File: src/rtl/qbio_pkg.sv
package qbio_pkg;
  // Strobes passed from the control section to the datapath
  typedef struct packed {
    logic load;       // latch takes write data this edge
    logic keeperOff;  // low-state weak keeper suppressed
  } qbioStrobe_t;
endpackage

File: src/rtl/qbio_boost_ctl.sv
module qbio_boost_ctl
  import qbio_pkg::*;
#(
  parameter int W     = 8,
  parameter int BOOST = 2
) (
  input  logic         clk,
  input  logic         rstN,
  input  logic         wrEn,
  input  logic [W-1:0] wrData,
  input  logic         keeperOff,
  input  logic [W-1:0] latchQ,
  output qbioStrobe_t  strobe,
  output logic [W-1:0] boostOn
);
  localparam int CW = $clog2(BOOST + 1);
  localparam logic [CW-1:0] BOOST_LD = CW'(BOOST);

  logic [W-1:0] riseMask;
  logic [W-1:0] fallMask;

  always_comb begin
    strobe.load      = wrEn;
    strobe.keeperOff = keeperOff;
    riseMask = {W{wrEn}} & wrData & ~latchQ;
    fallMask = {W{wrEn}} & ~wrData;
  end

  for (genvar i = 0; i < W; i++) begin : gPin
    logic [CW-1:0] cnt;
    always_ff @(posedge clk or negedge rstN) begin
      if (!rstN)            cnt <= '0;
      else if (fallMask[i]) cnt <= '0;
      else if (riseMask[i]) cnt <= BOOST_LD;
      else if (cnt != '0)   cnt <= cnt - 1'b1;
    end
    assign boostOn[i] = (cnt != '0);
  end
endmodule

File: src/rtl/qbio_port_dp.sv
module qbio_port_dp
  import qbio_pkg::*;
#(
  parameter int W    = 8,
  parameter int SYNC = 2
) (
  input  logic         clk,
  input  logic         rstN,
  input  qbioStrobe_t  strobe,
  input  logic [W-1:0] wrData,
  input  logic [W-1:0] pinIn,
  input  logic [W-1:0] boostOn,
  output logic [W-1:0] latchQ,
  output logic [W-1:0] pinSync,
  output logic [W-1:0] pullDnEn,
  output logic [W-1:0] weakUpEn,
  output logic [W-1:0] midUpEn,
  output logic [W-1:0] strongUpEn
);
  logic [W-1:0] syncStg [SYNC];

  always_ff @(posedge clk or negedge rstN) begin
    if (!rstN)            latchQ <= '1;
    else if (strobe.load) latchQ <= wrData;
  end

  for (genvar s = 0; s < SYNC; s++) begin : gSync
    always_ff @(posedge clk or negedge rstN) begin
      if (!rstN) syncStg[s] <= '0;
      else if (s == 0) syncStg[s] <= pinIn;
      else syncStg[s] <= syncStg[(s == 0) ? 0 : s - 1];
    end
  end

  assign pinSync = syncStg[SYNC-1];

  always_comb begin
    pullDnEn   = ~latchQ;
    weakUpEn   = latchQ | {W{~strobe.keeperOff}};
    midUpEn    = latchQ & pinSync;
    strongUpEn = latchQ & boostOn;
  end
endmodule

File: src/rtl/qbio_port_ctrl.sv
module qbio_port_ctrl
  import qbio_pkg::*;
#(
  parameter int W     = 8,
  parameter int SYNC  = 2,
  parameter int BOOST = 2
) (
  input  logic         clk,
  input  logic         rstN,
  input  logic         wrEn,
  input  logic [W-1:0] wrData,
  input  logic         keeperOff,
  input  logic [W-1:0] pinIn,
  output logic [W-1:0] pullDnEn,
  output logic [W-1:0] weakUpEn,
  output logic [W-1:0] midUpEn,
  output logic [W-1:0] strongUpEn,
  output logic [W-1:0] latchRd,
  output logic [W-1:0] pinRd
);
  qbioStrobe_t  strobe;
  logic [W-1:0] latchQ;
  logic [W-1:0] boostOn;

  qbio_boost_ctl #(.W(W), .BOOST(BOOST)) uCtl (
    .clk(clk), .rstN(rstN), .wrEn(wrEn), .wrData(wrData),
    .keeperOff(keeperOff), .latchQ(latchQ),
    .strobe(strobe), .boostOn(boostOn)
  );

  qbio_port_dp #(.W(W), .SYNC(SYNC)) uDp (
    .clk(clk), .rstN(rstN), .strobe(strobe), .wrData(wrData),
    .pinIn(pinIn), .boostOn(boostOn), .latchQ(latchQ),
    .pinSync(pinRd), .pullDnEn(pullDnEn), .weakUpEn(weakUpEn),
    .midUpEn(midUpEn), .strongUpEn(strongUpEn)
  );

  assign latchRd = latchQ;
endmodule

File: config.mk
export PLATFORM = sky130hd
export DESIGN_NAME = qbio_port_ctrl
export DESIGN_NICKNAME = d
export VERILOG_FILES = /design/src/rtl/qbio_pkg.sv /design/src/rtl/qbio_boost_ctl.sv /design/src/rtl/qbio_port_dp.sv /design/src/rtl/qbio_port_ctrl.sv
export SDC_FILE = /design/constraint.sdc
export NUM_CORES = 1
export LEC_CHECK = 0
export BUFFER_PORTS_ARGS = -buffer_cell sky130_fd_sc_hd__buf_2
export CAP_MARGIN = 20
export CORE_AREA = 10 10 97 65
export CTS_CLUSTER_SIZE = 25
export DETAILED_ROUTE_END_ITERATION = 16
export DIE_AREA = 0 0 107 75
export PLACE_DENSITY = 0.77
export SLEW_MARGIN = 20
export SYNTH_ARGS = -nofsm -noshare
export SYNTH_HDL_FRONTEND = slang
export SYNTH_SLANG_ARGS = --single-unit
File: constraint.sdc
create_clock -name clk -period 1.2 [get_ports clk]
set_clock_uncertainty 0.05 [all_clocks]
set_input_delay 0 -clock clk [delete_from_list [all_inputs] [get_ports clk]]
set_output_delay 0 -clock clk [all_outputs]
set_load 0.05 [all_outputs]
==> metrics <==
Vias per Instance=4.55; Rows=19; area share of the largest cell type after synthesis=0.414; Crit path max-delay family=flip-flops; core area=4470 µm²; Die X=107 µm; Critical Path AT=1.38 ns; CP Data Required Time=1.15 ns; power per cell area=2040 nW/µm²; Netlist cell types=19; drt wl/cell=14.9 µm; vias=1723; CTS Buf Count=5; Synth area leader=dfrtp_1; Non-Filler Instances=379; GPL Wtd Cong=0.741; Seq/Total Area, Yosys=0.522; final wirelength=5670 µm; Residual DRC=0; CTS tree=yes; Nets=343; Synth area leaders=dfrtp_1 41%, dfstp_2 11%, inv_1 6.2%; Yosys reg bits=40; All-Layer GR Usage=0.141; Max Slew Vio Count=0; Inst Count DP=320; Psw=2.81 mW; CP cell instances=clkinvlp_4 -> nor2_4 -> buf_8; Design Area, Final=3530 µm²; # clock sinks=40; setup violators final=35; Initial Util=0.433; pre-CTS setup slack=-0.0484 ns; CTS H-Tree Depth=2; initial antenna violation count=0; Startpoint Class=flip-flop; CP endpoint kind=output pin; Clock power frac=0.129; Die Ht=75 µm; Buf/Inv on CP=2; Post-DP HPWL=3340 µm; first-pass GRT wire length=9010 µm; drt pass-1 iters=4; Rel. slew slack=0.719; Iter 0 DRT Violations=29; Clock transition at path regs=0.08 ns; Area Overhead vs Synth=82.2%; final hold slack=0.114 ns; total power=7.18 mW; Final TNS setup=-3.12 ns; worst skew pair latency=0.29 ns; number of placed I/O pins=68; Port-buffer cells=67; Synthesis Warnings=0; Worst Max-Slew Pin Slew=0.421 ns; total nets after synthesis=217; Hold WC Path Type=in2reg; ys flop type=dfrtp_1; vias in the first global route=1775; Internal=4.37 mW; number of synthesized flops with an enable pin=0; Mapped Avg Cell Area=10.2 µm²; layout cells sized above 1=0.611; Comb power frac=0.601; switching portion of total power=0.392; largest net degree at the start of global routing=41; sequential share of power=0.269; leak pwr=1.66 nW; post-synthesis async set-or-reset flop share=1.00; total die area=8030 µm²; Max Fclk=699 MHz; root buffer cell=clkbuf_8; area of the mapped netlist=1940 µm²; peak supply drop=1170 µV; status=finished, violations left; residual overflow from global routing=0; fillcell total=271; final worst-path setup slack=-0.230 ns; Period Utilization, post-route=1.19; min Tclk post-route=1.43 ns; Post-Syn Instances=189; # Max-Cap Violations=0; most frequent cells after synthesis=32 x dfrtp_1, 32 x inv_1, 32 x nand2_1; fin util=0.789; Crit Path Class=reg2out; RSZ-0062 raised after global routing=true; n_diodes=0; Hold Vio Cnt, Final=0; Slowest-stage cell, CP=dfstp_4; Max FO, Critical Path=4; Worst path max stage delay=0.65 ns; ANT nets after route=0; Clock Path Buffers=2; Placed Area=2480 µm²; failing checks=negative setup slack
==> repair_timing <==
item,in CTS,in global routing
pin swaps,24,8
endpoints found under the setup margin,43,46
gates resized for setup,130,38
hold endpoints to repair,72,0
setup buffers,16,14
hold buffers,22,0
==> area by class of cell <==
cell class | count | area [µm²] | area share
timing repair buffer | 132 | 1270 | 0.361
sequential | 40 | 1030 | 0.291
multi-input combinational | 104 | 915 | 0.259
inverter | 32 | 145 | 0.0411
clock buffer | 8 | 90.1 | 0.0255
tap | 63 | 78.8 | 0.0223
==> per-layer routing <==
layer  track usage  wire length, µm
met5             0                0
met4        0.0314               65
met3        0.0588              391
met2         0.257             2860
met1         0.152             2350
==> worst reg2reg max path, cell delays in order, from the launching register on <==
cell and delay [ns]:
dfrtp_1 0.37, inv_2 0.06, ha_4 0.17, buf_6 0.11, or2_1 0.23, a32oi_2 0.16
==> worst paths after layout <==
kind | start | to | slack (ns) | cells after the start
min reg2reg | uDp.syncStg[11]$_DFF_PN0_ | uDp.pinSync[3]$_DFF_PN0_ | 0.30 | 0
max reg2reg | uCtl.gPin[6].cnt[1]$_DFFE_PN0P_ | uCtl.gPin[6].cnt[1]$_DFFE_PN0P_ | -0.03 | 5
min in group asynchronous | rstN | uDp.syncStg[11]$_DFF_PN0_ | 0.16 | 3
max in group asynchronous | rstN | uDp.latchQ[0]$_DFFE_PN1P_ | 0.68 | 3
max | uDp.latchQ[2]$_DFFE_PN1P_ | strongUpEn[2] | -0.23 | 3
min | wrEn | uDp.latchQ[7]$_DFFE_PN1P_ | 0.11 | 3
==> flip-flops by register name, summed over array words and instances, names as in the netlist <==
signal         count
uCtl.gPin.cnt     16
uDp.syncStg        8
uDp.pinSync        8
uDp.latchQ         8
==> cell usage in the layout (no fill, tap or decap), drive strengths merged <==
master,netlist,layout
buf,12,110
dfrtp,32,32
nand2,32,32
inv,32,28
dlygate4sd3,0,22
and2,8,8
nor2,8,8
xor2,8,8
or2,8,8
ha,8,8
o21ai,8,8
a21oi,8,8
a32oi,8,8
clkbuf,1,8
dfstp,8,8
nand2b,5,5
clkinvlp,0,4
or2b,3,3
==> power groups by stage <==
stage	registers [mW]	logic [mW]	clock network [mW]
after floorplan	1.97	2.00	0
after global placement	1.90	2.73	0
after detailed placement	1.91	2.82	0
after CTS	1.91	3.79	0.951
after global routing	1.97	4.70	1.01
final	1.93	4.32	0.928
==> kinds of logic after synthesis <==
logic type / count (synthesis) / synth area share
buf+inv: 45 / 0.118
simple gates: 64 / 0.157
xor+xnor: 8 / 0.0362
compound gates: 24 / 0.114
fa+ha+maj: 8 / 0.0517
flops: 40 / 0.522
Power figures use the tool's default switching activity.
